==> config.mk <==
export PLATFORM = sky130hd
export DESIGN_NAME = baud_gen_top
export DESIGN_NICKNAME = d
export VERILOG_FILES = /design/src/rtl/baud_pkg.sv /design/src/rtl/divisor_regs.sv /design/src/rtl/rate_divider.sv /design/src/rtl/tick_prescaler.sv /design/src/rtl/baud_gen_top.sv
export SDC_FILE = /design/constraint.sdc
export NUM_CORES = 1
export LEC_CHECK = 0
export ABC_AREA = 1
export CORE_UTILIZATION = 56
export CTS_CLUSTER_SIZE = 8
export DETAILED_ROUTE_END_ITERATION = 10
export PLACE_DENSITY_LB_ADDON = 0.3
export SLEW_MARGIN = 10
export SYNTH_ARGS = -nofsm -noshare
export SYNTH_HDL_FRONTEND = slang
export SYNTH_SLANG_ARGS = --single-unit
==> constraint.sdc <==
create_clock -name clk -period 2.35 [get_ports clk]
set_input_delay 0.3525 -clock clk [delete_from_list [all_inputs] [get_ports clk]]
set_output_delay 0.3525 -clock clk [all_outputs]
set_load 0.05 [all_outputs]
==> src/rtl/baud_pkg.sv <==
// Shared widths and register offsets of the baud-rate generator.
package baud_pkg;
    localparam int BYTE_W = 8;
    localparam int DIV_W  = 2 * BYTE_W;
    typedef logic [BYTE_W-1:0] byte_t;
    localparam byte_t RESET_LO = 8'h02;
    localparam byte_t RESET_HI = 8'h00;
    localparam int OFS_LO = 0;
    localparam int OFS_HI = 1;
endpackage

==> src/rtl/divisor_regs.sv <==
// Two divisor byte latches behind a gated register port.
// Assumes: reads are combinational; ungated accesses belong to other registers.
module divisor_regs
    import baud_pkg::*;
#(
    parameter int ADDR_W = 3
) (
    input  logic              clk,
    input  logic              rst_n,
    input  logic              dl_access,
    input  logic [ADDR_W-1:0] addr,
    input  logic              we,
    input  byte_t             wdata,
    input  byte_t             ext_rdata,
    output byte_t             rdata,
    output logic [DIV_W-1:0]  divisor
);
    byte_t lo_q, hi_q;
    logic  sel_lo, sel_hi;

    assign sel_lo  = dl_access && (addr == ADDR_W'(OFS_LO));
    assign sel_hi  = dl_access && (addr == ADDR_W'(OFS_HI));
    assign divisor = {hi_q, lo_q};

    // Latch update on gated writes.
    always_ff @(posedge clk) begin
        if (!rst_n) begin
            lo_q <= RESET_LO;
            hi_q <= RESET_HI;
        end else begin
            if (we && sel_lo) lo_q <= wdata;
            if (we && sel_hi) hi_q <= wdata;
        end
    end

    // Read mux: latches when gated in, pass-through otherwise.
    always_comb begin
        if (sel_lo)      rdata = lo_q;
        else if (sel_hi) rdata = hi_q;
        else             rdata = ext_rdata;
    end


    gated_write_chk: assert property (@(posedge clk) disable iff (!rst_n)
        (we && !dl_access) |=> ($stable(lo_q) && $stable(hi_q)));

    passthru_chk: assert property (@(posedge clk) disable iff (!rst_n)
        !dl_access |-> (rdata == ext_rdata));
endmodule

==> src/rtl/rate_divider.sv <==
// Divides the baud enable by the divisor; emits a registered one-cycle pulse.
// Assumes: divisor is read live; a new value takes effect only at reload.
module rate_divider
    import baud_pkg::*;
(
    input  logic             clk,
    input  logic             rst_n,
    input  logic             baud_ce,
    input  logic [DIV_W-1:0] divisor,
    output logic             tick_o
);
    logic [DIV_W-1:0] active_q, cnt_q;
    logic             stop;

    assign stop = (divisor == '0);

    // Count enables; reload at expiry or when leaving the stopped state.
    always_ff @(posedge clk) begin
        if (!rst_n) begin
            active_q <= DIV_W'({RESET_HI, RESET_LO});
            cnt_q    <= '0;
            tick_o   <= 1'b0;
        end else if (stop) begin
            active_q <= '0;
            cnt_q    <= '0;
            tick_o   <= 1'b0;
        end else if (active_q == '0) begin
            active_q <= divisor;
            cnt_q    <= '0;
            tick_o   <= 1'b0;
        end else if (baud_ce) begin
            if (cnt_q == active_q - 1'b1) begin
                tick_o   <= 1'b1;
                cnt_q    <= '0;
                active_q <= divisor;
            end else begin
                tick_o   <= 1'b0;
                cnt_q    <= cnt_q + 1'b1;
            end
        end else begin
            tick_o <= 1'b0;
        end
    end


    stop_quiet_chk: assert property (@(posedge clk) disable iff (!rst_n)
        stop |=> !tick_o);

    tick_needs_ce_chk: assert property (@(posedge clk) disable iff (!rst_n)
        $rose(tick_o) |-> $past(baud_ce));

    div_one_chk: assert property (@(posedge clk) disable iff (!rst_n)
        (!stop && active_q == DIV_W'(1) && baud_ce) |=> tick_o);
endmodule

==> src/rtl/tick_prescaler.sv <==
// Counts x16 pulses; flags the last of each group of 2**PRE_W.
// Assumes: clear_i holds the counter at zero while the generator is stopped.
module tick_prescaler #(
    parameter int PRE_W = 4
) (
    input  logic clk,
    input  logic rst_n,
    input  logic clear_i,
    input  logic step_i,
    output logic tick_o
);
    localparam logic [PRE_W-1:0] LAST = '1;
    logic [PRE_W-1:0] cnt_q;

    assign tick_o = step_i && (cnt_q == LAST);

    // Advance on each input pulse; clear on reset or stop.
    always_ff @(posedge clk) begin
        if (!rst_n || clear_i) cnt_q <= '0;
        else if (step_i)       cnt_q <= cnt_q + 1'b1;
    end


    bit_in_step_chk: assert property (@(posedge clk) disable iff (!rst_n)
        tick_o |-> step_i);

    clear_zero_chk: assert property (@(posedge clk) disable iff (!rst_n)
        clear_i |=> (cnt_q == '0));
endmodule

==> src/rtl/baud_gen_top.sv <==
// Baud-rate generator: gated divisor latches, divide counter, bit prescaler.
// Assumes: baud_ce and bus signals are synchronous to clk.
module baud_gen_top
    import baud_pkg::*;
#(
    parameter int ADDR_W = 3,
    parameter int PRE_W  = 4
) (
    input  logic              clk,
    input  logic              rst_n,
    input  logic              baud_ce,
    input  logic              dl_access,
    input  logic [ADDR_W-1:0] bus_addr,
    input  logic              bus_we,
    input  logic [7:0]        bus_wdata,
    input  logic [7:0]        ext_rdata,
    output logic [7:0]        bus_rdata,
    output logic              x16_tick,
    output logic              bit_tick
);
    logic [DIV_W-1:0] divisor;

    divisor_regs #(.ADDR_W(ADDR_W)) u_regs (
        .clk(clk), .rst_n(rst_n), .dl_access(dl_access), .addr(bus_addr),
        .we(bus_we), .wdata(bus_wdata), .ext_rdata(ext_rdata),
        .rdata(bus_rdata), .divisor(divisor)
    );

    rate_divider u_div (
        .clk(clk), .rst_n(rst_n), .baud_ce(baud_ce),
        .divisor(divisor), .tick_o(x16_tick)
    );

    tick_prescaler #(.PRE_W(PRE_W)) u_pre (
        .clk(clk), .rst_n(rst_n), .clear_i(divisor == '0),
        .step_i(x16_tick), .tick_o(bit_tick)
    );
endmodule

==> impl_metrics.tcl <==
set metrics [dict create \
    cts_max_path_buffers 2 \
    maxCapViolCount 0 \
    dpl_cell_area_sq_um 3540 \
    die_y_microns 76.9 \
    num-nets-final 531 \
    wl_per_cell_microns 12.6 \
    grt_busiest_layer "met2" \
    drt_iter0_drc 146 \
    die-area_sq_um 5910 \
    cts_root_buf "clkbuf_8" \
    io_pins 34 \
    netlist_instances 466 \
    slew_violations 0 \
    synth.most_common_cell "nand2_1" \
    grt_util_met2_pct 45.4 \
    ys_ff_latch 53 \
    async_reset_ff_share_pct 0 \
    netlist_area_sq_um 3140 \
    grt.met1_usage_pct 31.7 \
    endpoint_kind "output pin" \
    power_density_nw_per_um2 642 \
    finalSetupViolCount 0 \
    ant_nets 0 \
    crit_fanout 10 \
    start_util_pct 59.9 \
    place_inst 565 \
    grt_pass1_vias 2856 \
    vdd_drop_max_uv 350 \
    outcome "finished clean" \
    antenna_found_initial 0 \
    crit_arrival_ns 1.87 \
    report.final.hold_viol_count 0 \
    synth_top_area_share_pct 33.8 \
    drc_errors 0 \
    required_ns 2.00 \
    core_sq_um 5240 \
    avgSynthCellArea_sq_um 6.73 \
    cts_tree "yes" \
    die_w_microns 76.9 \
    synth_cell_type_count 36 \
    synth_common_cells "nand2_1, inv_1, nor2_1" \
    cts_made_buffers 5 \
    cp-start-kind "primary input" \
    min_path_type "reg -> reg" \
    tightestPinTransition_ns 1.11 \
    nFillCells 456 \
    grt_max_degree 34 \
    ys_warn_count 0 \
    grt_usage_pct 25.7 \
    ys.flop_type "dfxtp_1" \
    drive_gt1_share_pct 12.9 \
    fmax_mhz 450 \
    viasPerCell 5.32 \
    cts_hold_buffers 0 \
    syn-num-nets 493 \
    numPortBuffers 33 \
    clk_latency_ns 0.30 \
    post-route-min-period_ns 2.22 \
    rows 26 \
    grt_pass1_wl_microns 12400 \
    skew_ns 0.00838 \
    yosysTopAreaCell "dfxtp_1" \
    grt_overflow 0 \
    drt_wl_total_microns 7260 \
    layout.cells.non_filler 575 \
    htreeDepth 2 \
    seq_area_frac_synth_pct 33.8 \
    synthTopCellsByArea "dfxtp_1, nand2_1, inv_1" \
    fin_crit_sh_pct 94.6 \
    p_leak_nw 1.73 \
    fin_area_sq_um 3700 \
    relSlewSlack_pct 25.6 \
    syn_to_final_growth_pct 18.0 \
    diodes 0 \
    use_met3_pct 3.81 \
    path_class "in -> out" \
    firstDrtPassIters 5 \
    synth_edf_count 0 \
    routabilityCongestion 0.868 \
    vias 3058 \
    final_core_util_pct 70.7 \
    dp_hpwl_microns 5520 \
    clk_pin_slew_ns 0.09 \
    clock-sinks 53 \
]
## what timing repair did
action	in CTS	in global routing
setup buffers	0	1
endpoints found under the setup margin	0	27
resized for setup	0	8
## worst max-delay path, stage by stage
cell,delay (ns)
clkdlybuf4s50_1,0.56
nand3_1,0.21
clkinvlp_4,0.18
a221oi_1,0.30
buf_4,0.25
## state kept, by name, indices dropped and copies added (netlist names)
signal          cells
u_pre.cnt_q         4
u_regs.hi_q         8
u_div.cnt_q        16
u_regs.lo_q         8
u_div.active_q     16
u_div.tick_o        1
## area by class of cell
type / instances / area, sq um / share of cell area, %
Clock inverter: 2 / 13.8 / 0.372
Tap cell: 70 / 87.6 / 2.36
Clock buffer: 6 / 82.6 / 2.23
Inverter: 66 / 251 / 6.79
Multi-Input combinational cell: 335 / 1790 / 48.2
Sequential cell: 53 / 1060 / 28.7
Timing Repair Buffer: 43 / 418 / 11.3
## power breakdown
part | leakage, nW | internal [W] | total (W) | switching (W)
logic | 1.25 | 0.000332 | 0.000829 | 0.000497
clock network | 0.0512 | 0.000239 | 0.000537 | 0.000298
registers | 0.429 | 0.000950 | 0.00101 | 0.0000615
## layout by cell type, fill, tap and decap left out, types with 2 or more instances in the layout
master	Yosys	routed
nand2_1	101	101
inv_1	61	61
nor2_1	60	60
dfxtp_1	53	51
a21oi_1	42	42
nand3_1	31	31
clkdlybuf4s50_1	0	24
o21ai_0	16	16
buf_4	1	16
xor2_1	13	13
nand3_2	11	11
a221oi_1	8	8
nand4_1	8	8
nor2_2	6	6
xnor2_1	6	6
clkbuf_8	0	6
nor2_4	5	5
nor3_1	6	5
inv_2	4	4
nor3_2	3	4
nor3b_1	2	2
nand2_4	1	2
and2_1	2	2
nand3b_1	2	2
ha_1	3	2
dfxtp_2	0	2
## through the flow
step,setup slack (ns),hold slack [ns],power [W],TNS [ns]
finish,0.127,0.490,0.00238,0
global route,-0.0193,0.518,0.00255,-0.0193
CTS,0.100,0.489,0.00235,0
detailed placement,0.0338,0.472,0.00182,0
global placement,0.121,0.465,0.00180,0
floorplan,-0.0853,0.449,0.00163,-0.682
## routing by layer
metal / up-vias / part of all wire (%)
li1: 1574 / -
met1: 1408 / 45
met2: 64 / 49
met3: 12 / 3.7
met4: 0 / 1.5
met5: - / 0
## kinds of logic (layout without fill, tap and decap cells)
| group | count (synthesis) | after routing | share of synthesized area (%) |
|---|---|---|---|
| DFF | 53 | 53 | 33.8 |
| buffers and inverters | 78 | 117 | 9.97 |
| AOI/OAI and AO/OA | 68 | 68 | 11.9 |
| and+or+nand+nor | 244 | 244 | 37.5 |
| xor gates and xnor gates | 19 | 19 | 5.30 |
| muxes | 1 | 1 | 0.319 |
| adders and majority gates | 3 | 3 | 1.20 |
## path summary, 6_finish.rpt
kind	slack (ns)	to	from	cells past startpoint
setup / recovery	0.13	bus_rdata[6]	dl_access	5
hold / removal	0.49	u_div.active_q[13]	u_regs.hi_q[5]	2
setup reg to reg	0.20	u_div.active_q[13]	u_div.active_q[0]	16
hold reg to reg	0.49	u_div.active_q[13]	u_regs.hi_q[5]	2
No activity file was read; power rests on OpenSTA's default activity.
